## config.mk

```make
export PLATFORM = sky130hd
export DESIGN_NAME = chan_fault_keeper
export DESIGN_NICKNAME = d
export VERILOG_FILES = /design/src/rtl/cfk_pkg.sv /design/src/rtl/cfk_sync.sv /design/src/rtl/cfk_flag_bank.sv /design/src/rtl/chan_fault_keeper.sv
export SDC_FILE = /design/constraint.sdc
export NUM_CORES = 1
export LEC_CHECK = 0
export BUFFER_PORTS_ARGS = -buffer_cell sky130_fd_sc_hd__buf_2
export CORE_MARGIN = 10
export CORE_UTILIZATION = 53
export DETAILED_ROUTE_END_ITERATION = 16
export GPL_TIMING_DRIVEN = 0
export PLACE_DENSITY = 0.85
export RECOVER_POWER = 100
export SLEW_MARGIN = 5
export SYNTH_ARGS = -nofsm -noshare
export SYNTH_HDL_FRONTEND = slang
export SYNTH_SLANG_ARGS = --single-unit
```

## constraint.sdc

```tcl
create_clock -name clk -period 2.5 [get_ports clk]
set_clock_uncertainty 0.1 [all_clocks]
set_input_delay 0.125 -clock clk [delete_from_list [all_inputs] [get_ports clk]]
set_output_delay 0.125 -clock clk [all_outputs]
set_load 0.02 [all_outputs]
```

## src/rtl/cfk_pkg.sv

```systemverilog
package cfk_pkg;

    localparam int unsigned CFK_SYNC_DEPTH = 2;

    typedef enum logic [1:0] {
        ACT_HOLD = 2'd0,
        ACT_SET  = 2'd1,
        ACT_DROP = 2'd2
    } flag_act_e;

    typedef struct packed {
        logic shut;   // outputs disabled
        logic quiet;  // fault pin forced released
    } gate_t;

    // Decide what one sticky flag does at the next edge.
    function automatic flag_act_e pick_act(
        input logic wipe,
        input logic keep,
        input logic hit,
        input logic arm
    );
        if (wipe || !keep)
            return ACT_DROP;
        else if (hit && arm)
            return ACT_SET;
        else
            return ACT_HOLD;
    endfunction

    function automatic logic apply_act(input flag_act_e act, input logic cur);
        case (act)
            ACT_SET:  return 1'b1;
            ACT_DROP: return 1'b0;
            default:  return cur;
        endcase
    endfunction

endpackage

```

## src/rtl/cfk_sync.sv

```systemverilog
module cfk_sync #(
    parameter int unsigned WIDTH  = 8,
    parameter int unsigned STAGES = 2
) (
    input  logic             clk,
    input  logic             wipe,
    input  logic [WIDTH-1:0] d_i,
    output logic [WIDTH-1:0] q_o
);
    logic [WIDTH-1:0] chain [STAGES];

    generate
        for (genvar s = 0; s < STAGES; s++) begin : g_stage
            if (s == 0) begin : g_first
                always_ff @(posedge clk) begin
                    if (wipe) chain[s] <= '0;
                    else      chain[s] <= d_i;
                end
            end else begin : g_next
                always_ff @(posedge clk) begin
                    if (wipe) chain[s] <= '0;
                    else      chain[s] <= chain[s-1];
                end
            end
        end
    endgenerate

    assign q_o = chain[STAGES-1];
endmodule

```

## src/rtl/cfk_flag_bank.sv

```systemverilog
module cfk_flag_bank
    import cfk_pkg::*;
#(
    parameter int unsigned NUM_CH = 8
) (
    input  logic              clk,
    input  logic              rst,
    input  logic              wipe,
    input  logic              clr_all,
    input  logic [NUM_CH-1:0] hit,
    input  logic [NUM_CH-1:0] arm,
    input  logic [NUM_CH-1:0] keep,
    output logic [NUM_CH-1:0] flags_o
);
    logic [NUM_CH-1:0] flags_q;

    generate
        for (genvar i = 0; i < NUM_CH; i++) begin : g_ch
            flag_act_e act;
            always_comb act = pick_act(wipe || clr_all, keep[i], hit[i], arm[i]);

            always_ff @(posedge clk) begin
                flags_q[i] <= apply_act(act, flags_q[i]);
            end

            AST_SET_NEEDS_ARM: assert property (@(posedge clk) disable iff (rst)
                $rose(flags_q[i]) |-> $past(arm[i] && hit[i]));

            AST_DROP_WHEN_RELEASED: assert property (@(posedge clk) disable iff (rst)
                !keep[i] |=> !flags_q[i]);
        end
    endgenerate

    assign flags_o = flags_q;
endmodule

```

## src/rtl/chan_fault_keeper.sv

```systemverilog
module chan_fault_keeper
    import cfk_pkg::*;
#(
    parameter int unsigned NUM_CH        = 8,
    parameter bit          HAS_OPEN_LOAD = 1'b1
) (
    input  logic                clk,
    input  logic                rst,
    input  logic                uv_lock_i,
    input  logic                hot_raw_i,
    input  logic [NUM_CH-1:0]   ovc_raw_i,
    input  logic [NUM_CH-1:0]   olo_raw_i,
    input  logic [NUM_CH-1:0]   drive_req_i,
    input  logic                clr_all_i,
    output logic [2*NUM_CH-1:0] fault_word_o,
    output logic [NUM_CH-1:0]   chan_block_o,
    output logic                all_off_o,
    output logic                fault_n_o
);
    localparam int unsigned SYNC_W = 2 * NUM_CH + 1;

    logic              wipe;
    logic [SYNC_W-1:0] raw_bus, syn_bus;
    logic [NUM_CH-1:0] ovc_s, olo_s, ovc_flags, olo_flags;
    logic              hot_s;
    gate_t             gate;

    assign wipe    = rst || uv_lock_i;
    assign raw_bus = {hot_raw_i, olo_raw_i, ovc_raw_i};

    cfk_sync #(.WIDTH(SYNC_W), .STAGES(CFK_SYNC_DEPTH)) u_sync (
        .clk  (clk),
        .wipe (wipe),
        .d_i  (raw_bus),
        .q_o  (syn_bus)
    );

    assign ovc_s = syn_bus[NUM_CH-1:0];
    assign olo_s = syn_bus[2*NUM_CH-1:NUM_CH];
    assign hot_s = syn_bus[SYNC_W-1];

    assign gate.shut  = hot_s || uv_lock_i;
    assign gate.quiet = uv_lock_i;

    cfk_flag_bank #(.NUM_CH(NUM_CH)) u_ovc_bank (
        .clk     (clk),
        .rst     (rst),
        .wipe    (wipe),
        .clr_all (clr_all_i),
        .hit     (ovc_s),
        .arm     (drive_req_i & {NUM_CH{!gate.shut}}),
        .keep    (drive_req_i),
        .flags_o (ovc_flags)
    );

    generate
        if (HAS_OPEN_LOAD) begin : g_ol
            cfk_flag_bank #(.NUM_CH(NUM_CH)) u_olo_bank (
                .clk     (clk),
                .rst     (rst),
                .wipe    (wipe),
                .clr_all (clr_all_i),
                .hit     (olo_s),
                .arm     (~drive_req_i),
                .keep    (~drive_req_i),
                .flags_o (olo_flags)
            );
        end else begin : g_no_ol
            assign olo_flags = '0;
        end
    endgenerate

    assign fault_word_o = {ovc_flags, olo_flags};
    assign chan_block_o = ovc_flags;
    assign all_off_o    = gate.shut;
    assign fault_n_o    = gate.quiet || !((|fault_word_o) || hot_s);

    AST_BULK_CLEAR: assert property (@(posedge clk) disable iff (rst)
        clr_all_i |=> (fault_word_o == '0));

    AST_PIN_WITH_FLAGS: assert property (@(posedge clk) disable iff (rst)
        (!uv_lock_i && (fault_word_o != '0)) |-> !fault_n_o);

    AST_BLOCK_PULLS_PIN: assert property (@(posedge clk) disable iff (rst)
        (!uv_lock_i && (chan_block_o != '0)) |-> !fault_n_o);

    AST_UV_SILENT: assert property (@(posedge clk) disable iff (rst)
        uv_lock_i |-> (fault_n_o && all_off_o));

    AST_UV_WIPES: assert property (@(posedge clk) disable iff (rst)
        uv_lock_i |=> (fault_word_o == '0));
endmodule

```

==> metrics.log, run 1 <==
[metrics] outcome: finished clean
[metrics] leading area contributor after synthesis: sky130_fd_sc_hd__dfxtp_1
[metrics] final period demand of the worst path: 2.03 ns
[metrics] critical setup path kind: flop to output pin
[metrics] number of H-tree branching levels: 2
[metrics] cell area after synthesis: 1720 um2
[metrics] Worst Hold Margin: 0.0558 ns
[metrics] CP Data Required Time: 2.28 ns
[metrics] core region area: 3080 um2
[metrics] top post-synthesis cells by area: sky130_fd_sc_hd__dfxtp_1, sky130_fd_sc_hd__edfxtp_1, sky130_fd_sc_hd__and2_1, sky130_fd_sc_hd__buf_4, sky130_fd_sc_hd__nand2_1
[metrics] clock tree from TritonCTS: done
[metrics] most instantiated flip-flop cell in the synthesis netlist: sky130_fd_sc_hd__dfxtp_1
[metrics] Mapped Cells: 148
[metrics] pin count of the biggest net entering global routing: 17
[metrics] peak fanout along the critical path: 3
[metrics] Clock transition at path regs: 0.13 ns
[metrics] number of nets produced by synthesis: 177
[metrics] global-route wire length before repair: 5890 um
[metrics] Vert. Die Dim: 76.9 um
[metrics] total routing usage reported by global routing: 12.4%
[metrics] CTS sink count: 50
[metrics] area of the die: 5910 um2
[metrics] final WL: 3600 um
[metrics] number of max-cap violations: 0
[metrics] final std cell area, no fill: 2300 um2
[metrics] via count: 1267
[metrics] storage element area: 1160 um2
[metrics] final hold viol count: 0
[metrics] Sum Neg Setup Slack: 0 ns
[metrics] CP arrival: 1.81 ns
[metrics] standard cell area after detailed placement: 2040 um2
[metrics] Port-buffer cells: 54
[metrics] Area Overhead vs Synth: 34.3%
[metrics] via count of the first global-routing pass: 1330
[metrics] Filler cells: 221
[metrics] worst-margin pin slew: 0.724 ns
[metrics] Synth async-reset ratio: 0%
[metrics] multi-input logic area: 459 um2
[metrics] number of ports placed on the die boundary: 55
[metrics] clock buffer count from CTS: 5
[metrics] number of antenna diodes: 0
[metrics] cell at the root of the clock tree: sky130_fd_sc_hd__clkbuf_4
[metrics] antenna violations before repair: 0
[metrics] classification of the worst-slack hold path: input pin to flop
[metrics] clock latency on the worst-skew pair: 0.36 ns
[metrics] fraction of final layout cells sized beyond drive strength 1: 15.7%
[metrics] synthesis warning total: 0
[metrics] Final Slew Violations: 0
[metrics] proportion of synthesized chip area in sequential cells: 67.7%
[metrics] share of Yosys cell area claimed by the top area cell type: 39.7%
[metrics] leakage power: 0.936 nW
[metrics] Peak supply drop: 0.465 mV
[metrics] average cell area after synthesis: 11.6 um2
[metrics] via-per-instance ratio: 4.54
[metrics] remaining antenna violation count: 0
[metrics] last weighted congestion value of the routability-driven placer: 0.724
[metrics] endpoint kind of the worst setup timing path: output pin
[metrics] post-CTS setup buffer count: 0
[metrics] commonest cells after routing, fill and taps aside: sky130_fd_sc_hd__clkbuf_1, sky130_fd_sc_hd__dfxtp_1, sky130_fd_sc_hd__dlygate4sd3_1
[metrics] flip-flop and latch count after synthesis: 50
[metrics] unrepaired setup endpoints after global routing: false
[metrics] power per cell area: 613 nW/um2
[metrics] first-iteration detailed-routing DRC count: 92
[metrics] placement row count: 20
[metrics] total global routing overflow: 0
[metrics] drt pass-1 iters: 4
[metrics] fmax: 492 MHz
[metrics] DRC violation count after routing: 0
[metrics] Max Buffers Root-to-Sink: 2
[metrics] most common cell after layout, fill and taps aside: sky130_fd_sc_hd__clkbuf_1
[metrics] fraction of the cycle the final worst path needs: 81.3%
[metrics] worst-case register-to-register setup slack: 1.09 ns
[metrics] number of distinct standard cells referenced by the synthesized netlist: 15
[metrics] Max transition margin: 51.4%
[metrics] post-DR wirelength/cell: 12.9 um
[metrics] Chip Width: 76.9 um
[metrics] final core area utilization: 74.8%
[metrics] count of nets after finishing: 263
[metrics] type of origin of the critical path: flop
[metrics] initial core utilization: 55.7%
[metrics] count of final setup violators: 0
[metrics] EDFF count, synth: 16
[metrics] Pwr Total: 1.41 mW
==> registers in the layout (all words and copies together) (netlist names) <==
| signal | cells |
|---|---|
| g_ol.u_olo_bank.flags_o | 8 |
| u_ovc_bank.flags_o | 8 |
| u_sync.chain | 34 |
==> cell type report <==
| class | instances | area share (%) |
|---|---|---|
| Timing Repair Buffer | 79 | 20.8 |
| Clock buffer | 6 | 2.23 |
| Clock inverter | 2 | 0.652 |
| Tap cell | 44 | 2.39 |
| Sequential cell | 50 | 50.4 |
| Multi-Input combinational cell | 84 | 19.9 |
| Inverter | 2 | 0.326 |
| Buffer | 12 | 3.26 |
==> stage by stage <==
step | worst slack (ns) | instances
finish | 0.469 | 279
global route | 0.318 | 279
CTS | 0.481 | 279
detailed placement | 0.907 | 246
global placement | 0.922 | 246
floorplan | 0.649 | 148
==> worst paths after layout <==
check	from	to	depth (start not counted)
worst min-delay path	rst	u_sync.chain[0][15]	3
worst max register to register	u_sync.chain[1][16]	u_ovc_bank.flags_o[4]	3
worst max-delay path	u_ovc_bank.flags_o[4]	fault_n_o	4
worst min register to register	u_sync.chain[0][8]	u_sync.chain[1][8]	1
==> per-layer routing <==
metal  wire length [um]  global-route usage, %  up-vias
li1                   -                      -      645
met5                  0                      0        -
met2               1970                   23.4       62
met4                 70                   5.76        0
met1               1230                   9.89      551
met3                331                   7.11        9
==> Yosys cell counts, types with 2 or more instances <==
cell,number
sky130_fd_sc_hd__dfxtp_1,34
sky130_fd_sc_hd__and2_1,42
sky130_fd_sc_hd__clkbuf_1,3
sky130_fd_sc_hd__buf_4,8
sky130_fd_sc_hd__edfxtp_1,16
sky130_fd_sc_hd__nor2_1,11
sky130_fd_sc_hd__nor4_1,3
sky130_fd_sc_hd__or3_1,8
sky130_fd_sc_hd__nand2_1,16
sky130_fd_sc_hd__inv_1,2
==> cells by family after synthesis <==
logic type | Yosys count | share of synthesized area (%)
flops | 50 | 67.7
simple gates | 83 | 26.6
compound gates | 1 | 0.511
buf+inv | 14 | 5.25
==> power by group <==
part	total, mW	internal (mW)	switching (mW)
registers	0.876	0.865	0.0109
clock network	0.384	0.142	0.242
logic	0.152	0.0725	0.0794
total	1.41	1.08	0.333
==> worst max-delay path, cell delays in order, from the launching register on <==
cell and delay (ns):
sky130_fd_sc_hd__edfxtp_1 0.43, sky130_fd_sc_hd__nor4_1 0.35, sky130_fd_sc_hd__nand4_1 0.14, sky130_fd_sc_hd__o41ai_1 0.25, sky130_fd_sc_hd__clkbuf_1 0.28
==> repair_timing <==
action | in CTS | in global routing
resized for setup | 0 | 0
hold buffers | 25 | 0
endpoints found under the hold margin | 41 | 0
endpoints found under the setup margin | 0 | 0
No activity file was read; power rests on OpenSTA's default activity.
==> run 2: changes to the inputs <==
--- a/config.mk
+++ b/config.mk
@@ -7,10 +7,10 @@
 export LEC_CHECK = 0
 export BUFFER_PORTS_ARGS = -buffer_cell sky130_fd_sc_hd__buf_2
 export CORE_MARGIN = 10
-export CORE_UTILIZATION = 53
+export CORE_UTILIZATION = 44
 export DETAILED_ROUTE_END_ITERATION = 16
 export GPL_TIMING_DRIVEN = 0
-export PLACE_DENSITY = 0.85
+export PLACE_DENSITY = 0.75
 export RECOVER_POWER = 100
 export SLEW_MARGIN = 5
 export SYNTH_ARGS = -nofsm -noshare
==> constraint.sdc (replaced) <==
create_clock -name clk -period 1.8 [get_ports clk]
set_clock_uncertainty 0.1 [all_clocks]
set_input_delay 0.09 -clock clk [delete_from_list [all_inputs] [get_ports clk]]
set_output_delay 0.09 -clock clk [all_outputs]
set_load 0.02 [all_outputs]
==> run 2 against run 1 <==
Compared with the run above:
- die area up 15%
- flip-flop and latch count unchanged
- largest cell class unchanged
- final area up 2.6%
- worst hold slack better by 0.040 ns
- largest power group unchanged
- critical path depth unchanged
==> metrics.log, run 2 (synthesized netlist as in run 1, its figures left out) <==
[metrics] peak fanout along the critical path: 3
[metrics] cell at the root of the clock tree: sky130_fd_sc_hd__clkbuf_8
[metrics] total routing usage reported by global routing: 9.87%
[metrics] number of antenna diodes: 0
[metrics] placement row count: 22
[metrics] clock buffer count from CTS: 5
[metrics] dpl cells: 250
[metrics] first-iteration detailed-routing DRC count: 103
[metrics] CP arrival: 1.56 ns
[metrics] post-detailed-placement half-perimeter wirelength: 2380 um
[metrics] final hold viol count: 0
[metrics] global-route wire length before repair: 5230 um
[metrics] via-per-instance ratio: 4.13
[metrics] clock latency on the worst-skew pair: 0.29 ns
[metrics] Peak supply drop: 0.614 mV
[metrics] Max transition margin: 52.6%
[metrics] worst-margin pin slew: 0.706 ns
[metrics] clock tree from TritonCTS: done
[metrics] drt pass-1 iters: 4
[metrics] via count: 1169
[metrics] critical setup path kind: flop to output pin
[metrics] last weighted congestion value of the routability-driven placer: 0.759
[metrics] final period demand of the worst path: 1.75 ns
[metrics] CP Data Required Time: 1.61 ns
[metrics] pin count of the biggest net entering global routing: 15
[metrics] Max Buffers Root-to-Sink: 2
[metrics] total global routing overflow: 0
[metrics] Pwr Total: 2.03 mW
[metrics] CP max-delay cell: sky130_fd_sc_hd__edfxtp_1
[metrics] fraction of the cycle the final worst path needs: 97.0%
[metrics] DRC violation count after routing: 0
[metrics] fmax: 573 MHz
[metrics] via count of the first global-routing pass: 1206
[metrics] post-DR wirelength/cell: 11.3 um
[metrics] number of H-tree branching levels: 2
[metrics] remaining antenna violation count: 0
[metrics] area of the die: 6800 um2
[metrics] power per cell area: 859 nW/um2
[metrics] number of max-cap violations: 0
[metrics] Port-buffer cells: 54
[metrics] Clock transition at path regs: 0.08 ns
[metrics] Area Overhead vs Synth: 37.7%
[metrics] Critical Path Max Stage Delay: 0.43 ns
[metrics] classification of the worst-slack hold path: input pin to flop
[metrics] flip-flop count of the largest register after layout: 34
[metrics] Final Slew Violations: 0
[metrics] commonest cells after routing, fill and taps aside: sky130_fd_sc_hd__clkbuf_1, sky130_fd_sc_hd__dfxtp_1, sky130_fd_sc_hd__dlygate4sd3_1
[metrics] Worst Hold Margin: 0.0962 ns
[metrics] number of ports placed on the die boundary: 55
[metrics] antenna violations before repair: 0
[metrics] count of non-filler cells in the finished layout: 283
[metrics] CTS sink count: 50
[metrics] CP Buf/Inv Count: 1
[metrics] unrepaired setup endpoints after global routing: true
[metrics] initial core utilization: 46.2%
[metrics] type of origin of the critical path: flop
[metrics] outcome: finished clean
[metrics] count of final setup violators: 0
[metrics] endpoint kind of the worst setup timing path: output pin
[metrics] leakage power: 0.972 nW
[metrics] final std cell area, no fill: 2360 um2
[metrics] chain of cells forming the critical path: nor4_2 > nand4_1 > o41ai_2 > buf_4
[metrics] core region area: 3720 um2
[metrics] register name with the most flops: u_sync.chain
[metrics] final WL: 3210 um
[metrics] dominant delay contributor by cell family on the critical path: flip-flops
[metrics] standard cell area after detailed placement: 2050 um2
[metrics] Chip Width: 82.4 um
[metrics] fraction of final layout cells sized beyond drive strength 1: 18.7%
[metrics] count of nets after finishing: 264
[metrics] Vert. Die Dim: 82.4 um
[run 2: cell count changes in the layout (fill, tap and decap cells not counted), sizes merged]
cell    delta
inv        -1
buf        +5
clkbuf     -4
[run 2: worst paths after layout]
check	start	endpoint	slack, ns	cells past startpoint
worst max-delay path	u_ovc_bank.flags_o[4]	fault_n_o	0.05	4
worst min-delay path	rst	u_sync.chain[1][1]	0.1	3
worst max register to register	u_sync.chain[1][16]	u_ovc_bank.flags_o[2]	0.38	3
worst min register to register	u_sync.chain[0][0]	u_sync.chain[1][0]	0.33	1
[run 2: stage by stage]
step | util [%] | worst slack [ns] | TNS [ns]
6_report | 63.6 | 0.0549 | 0
5_1_grt | 63.6 | -0.102 | -0.102
4_1_cts | 64.9 | -0.0116 | -0.0116
3_5_place_dp | 55.3 | 0.229 | 0
3_3_place_gp | 55.3 | 0.260 | 0
2_1_floorplan | - | 0.237 | 0
[run 2: layout make-up]
cell class | count | area (um2)
clock inverters | 1 | 6.26
plain buffers | 12 | 75.1
clock buffers | 6 | 72.6
multi-input cells | 84 | 485
inverters | 2 | 7.51
repair buffers | 80 | 494
well taps | 48 | 60.1
fillers | 326 | 1350
flip-flops and latches | 50 | 1160
[run 2: power breakdown]
group	leakage, nW	switching [mW]	internal (mW)	total [mW]
combinational	0.463	0.108	0.109	0.217
sequential	0.467	0.0177	1.20	1.22
clock	0.0416	0.327	0.267	0.594
total	0.972	0.452	1.58	2.03
[run 2: layer usage]
metal	up-vias	routed length, um	track usage, %
met5	-	0	0
met4	0	15	3.57
met3	3	343	4.43
met2	40	1530	16.9
met1	484	1320	10.5
li1	642	-	-
[run 2: timing repair]
action | CTS | global route
buffers inserted | 1 | 0
hold endpoints to repair | 25 | 0
setup endpoints to repair | 1 | 1
hold buffers | 25 | 0
cloned | 0 | 0
pin swaps | 1 | 2
resized for setup | 4 | 0
[run 2: worst reg2reg max path: stages (launching register included)]
cell and delay (ns):
sky130_fd_sc_hd__dfxtp_1 0.32, sky130_fd_sc_hd__nor2_1 0.49, sky130_fd_sc_hd__nand2_1 0.14, sky130_fd_sc_hd__nand2_1 0.10
==> run 3: changes to the inputs <==
--- a/config.mk
+++ b/config.mk
@@ -7,12 +7,13 @@
 export LEC_CHECK = 0
 export BUFFER_PORTS_ARGS = -buffer_cell sky130_fd_sc_hd__buf_2
 export CORE_MARGIN = 10
-export CORE_UTILIZATION = 44
+export CORE_UTILIZATION = 45
 export DETAILED_ROUTE_END_ITERATION = 16
 export GPL_TIMING_DRIVEN = 0
-export PLACE_DENSITY = 0.75
+export PLACE_DENSITY = 0.76
 export RECOVER_POWER = 100
 export SLEW_MARGIN = 5
 export SYNTH_ARGS = -nofsm -noshare
 export SYNTH_HDL_FRONTEND = slang
+export SYNTH_HIERARCHICAL = 1
 export SYNTH_SLANG_ARGS = --single-unit
==> run 3 against run 2 <==
Compared with the run above:
- register-to-register slack barely moved
- count of clock-buffer cells in the layout rose by 2
- flip-flop and latch count did not move
- utilization is 0.25 points higher
==> metrics.log, run 3 <==
[metrics] final core area utilization: 63.8%
[metrics] classification of the worst-slack hold path: input pin to flop
[metrics] worst-case reg-to-reg path depth: 5
[metrics] Peak supply drop: 0.445 mV
[metrics] total routing usage reported by global routing: 11.1%
[metrics] Synth async-reset ratio: 0%
[metrics] worst setup margin: 0.0576 ns
[metrics] Mapped Cells: 173
[metrics] pin count of the biggest net entering global routing: 15
[metrics] clock buffer count from CTS: 5
[metrics] final period demand of the worst path: 1.74 ns
[metrics] dominant delay contributor by cell family on the critical path: flip-flops
[metrics] outcome: finished clean
[metrics] peak fanout along the critical path: 2
[metrics] Chip Width: 84.6 um
[metrics] count of final setup violators: 0
[metrics] top post-synthesis cells by area: sky130_fd_sc_hd__dfxtp_1, sky130_fd_sc_hd__edfxtp_1, sky130_fd_sc_hd__nor2b_1, sky130_fd_sc_hd__and2_1, sky130_fd_sc_hd__nand3_1
[metrics] placement row count: 23
[metrics] via-per-instance ratio: 4.26
[metrics] DP Worst Slack: 0.242 ns
[metrics] power per cell area: 847 nW/um2
[metrics] Vert. Die Dim: 84.6 um
[metrics] clock latency on the worst-skew pair: 0.30 ns
[metrics] fraction of the cycle the final worst path needs: 96.8%
[metrics] global-route wire length before repair: 6510 um
[metrics] Final Slew Violations: 0
[metrics] Max transition margin: 63.6%
[metrics] flip-flop count of the largest register after layout: 34
[metrics] clock tree from TritonCTS: done
[metrics] initial core utilization: 46.6%
[metrics] number of max-cap violations: 0
[metrics] CP Data Required Time: 1.61 ns
[metrics] proportion of synthesized chip area in sequential cells: 61.9%
[metrics] storage element area: 1160 um2
[metrics] EDFF count, synth: 16
[metrics] post-detailed-placement half-perimeter wirelength: 2860 um
[metrics] number of antenna diodes: 0
[metrics] total global routing overflow: 0
[metrics] most instantiated flip-flop cell in the synthesis netlist: sky130_fd_sc_hd__dfxtp_1
[metrics] fraction of final layout cells sized beyond drive strength 1: 28.6%
[metrics] leading area contributor after synthesis: sky130_fd_sc_hd__dfxtp_1
[metrics] multi-input logic area: 583 um2
[metrics] remaining antenna violation count: 0
[metrics] cell area after synthesis: 1880 um2
[metrics] Sum Neg Setup Slack: 0 ns
[metrics] CP max-delay cell: sky130_fd_sc_hd__edfxtp_1
[metrics] most frequent cells after synthesis: sky130_fd_sc_hd__dfxtp_1, sky130_fd_sc_hd__nor2b_1
[metrics] most common cell after layout, fill and taps aside: sky130_fd_sc_hd__buf_2
[metrics] first-iteration detailed-routing DRC count: 66
[metrics] final hold viol count: 0
[metrics] CP arrival: 1.55 ns
[metrics] Critical Path Max Stage Delay: 0.43 ns
[metrics] critical setup path kind: flop to output pin
[metrics] endpoint kind of the worst setup timing path: output pin
[metrics] most instantiated library cell after synthesis: sky130_fd_sc_hd__dfxtp_1
[metrics] area of the die: 7150 um2
[metrics] chain of cells forming the critical path: nor4_4 > nand4_1 > o41ai_2 > buf_4
[metrics] worst hold path stage count: 3
[metrics] cell at the root of the clock tree: sky130_fd_sc_hd__clkbuf_8
[metrics] Stages on worst setup path: 4
[metrics] synthesis warning total: 6
[metrics] average cell area after synthesis: 10.8 um2
[metrics] last weighted congestion value of the routability-driven placer: 0.750
[metrics] Max Buffers Root-to-Sink: 2
[metrics] leakage power: 1.13 nW
[metrics] count of nets after finishing: 290
[metrics] share of Yosys cell area claimed by the top area cell type: 36.3%
[metrics] Port-buffer cells: 54
[metrics] type of origin of the critical path: flop
[metrics] number of ports placed on the die boundary: 55
[metrics] DRC violation count after routing: 0
[metrics] final WL: 3900 um
[metrics] number of nets produced by synthesis: 202
[metrics] Pwr Total: 2.18 mW
[metrics] commonest cells after routing, fill and taps aside: sky130_fd_sc_hd__buf_2, sky130_fd_sc_hd__dfxtp_1, sky130_fd_sc_hd__nor2b_1
[metrics] post-DR wirelength/cell: 12.5 um
[metrics] worst-margin pin slew: 0.547 ns
[metrics] Worst Hold Margin: 0.230 ns
[metrics] via count of the first global-routing pass: 1445
[metrics] register name with the most flops: u_sync/chain
[metrics] antenna violations before repair: 0
[metrics] core region area: 4030 um2
[metrics] Filler cells: 338
[metrics] number of H-tree branching levels: 2
[metrics] unrepaired setup endpoints after global routing: true
[metrics] CTS sink count: 50
[metrics] number of distinct standard cells referenced by the synthesized netlist: 17
[metrics] CP Buf/Inv Count: 1
[metrics] drt pass-1 iters: 4
[metrics] fmax: 574 MHz
[metrics] via count: 1330
[metrics] Clock transition at path regs: 0.08 ns
[metrics] Area Overhead vs Synth: 37.1%
[metrics] flip-flop and latch count after synthesis: 50
==> run 3: worst register-to-register path, stage by stage, from the launching register on <==
cell	delay (ns)
sky130_fd_sc_hd__dfxtp_1	0.34
sky130_fd_sc_hd__nor2_1	0.12
sky130_fd_sc_hd__clkinv_1	0.25
sky130_fd_sc_hd__nor2_1	0.16
sky130_fd_sc_hd__nand2_1	0.07
sky130_fd_sc_hd__nand3_1	0.10
==> run 3: cell families (layout without fill, tap and decap cells) <==
logic type	after synthesis	count (layout)	synth area share [%]
AND/OR/NAND/NOR	99	99	29.0
flip-flops	50	50	61.9
buffers and inverters	23	112	8.21
AO/OA/AOI/OAI	1	1	0.867
==> run 3: path summary, 6_finish.rpt <==
check / startpoint / slack, ns / end
max: u_ovc_bank/flags_o[3] / 0.06 / fault_n_o
min: clr_all_i / 0.23 / g_ol.u_olo_bank/flags_o[4]
min reg2reg: u_sync/chain[0][11] / 0.34 / u_sync/chain[1][11]
max reg2reg: u_sync/chain[1][16] / 0.39 / u_ovc_bank/flags_o[2]
==> run 3: metrics by stage <==
stage               area (um2)  cells
global route              2570    312
global placement          2210    277
floorplan                 1880    173
finish                    2570    312
detailed placement        2210    277
CTS                       2580    311
==> run 3: what timing repair did <==
item	4_1_cts	5_1_grt
hold buffers	25	0
pin swaps	1	2
hold endpoints to repair	32	0
gates resized for setup	2	3
endpoints found under the setup margin	1	1
buffers inserted	1	1
==> run 3: report_power, final <==
part | leakage (nW) | internal [mW] | switching, mW | total [mW]
logic | 0.617 | 0.132 | 0.126 | 0.258
clock network | 0.0506 | 0.360 | 0.339 | 0.699
registers | 0.467 | 1.20 | 0.0205 | 1.22
total | 1.13 | 1.69 | 0.486 | 2.18
==> run 3: layout make-up <==
cell class	count	area share, %
Clock buffer	8	3.94
Inverter	10	1.46
Tap cell	50	2.43
Timing Repair Buffer	81	20.7
Sequential cell	50	45.2
Multi-Input combinational cell	100	22.7
Buffer	13	3.65
==> run 3: routing by layer <==
metal	track usage [%]	routed length [um]	up-vias
met5	0	0	-
met4	7.49	85	0
met3	4.73	327	7
met2	19.4	1910	45
met1	10.4	1580	562
li1	-	-	716
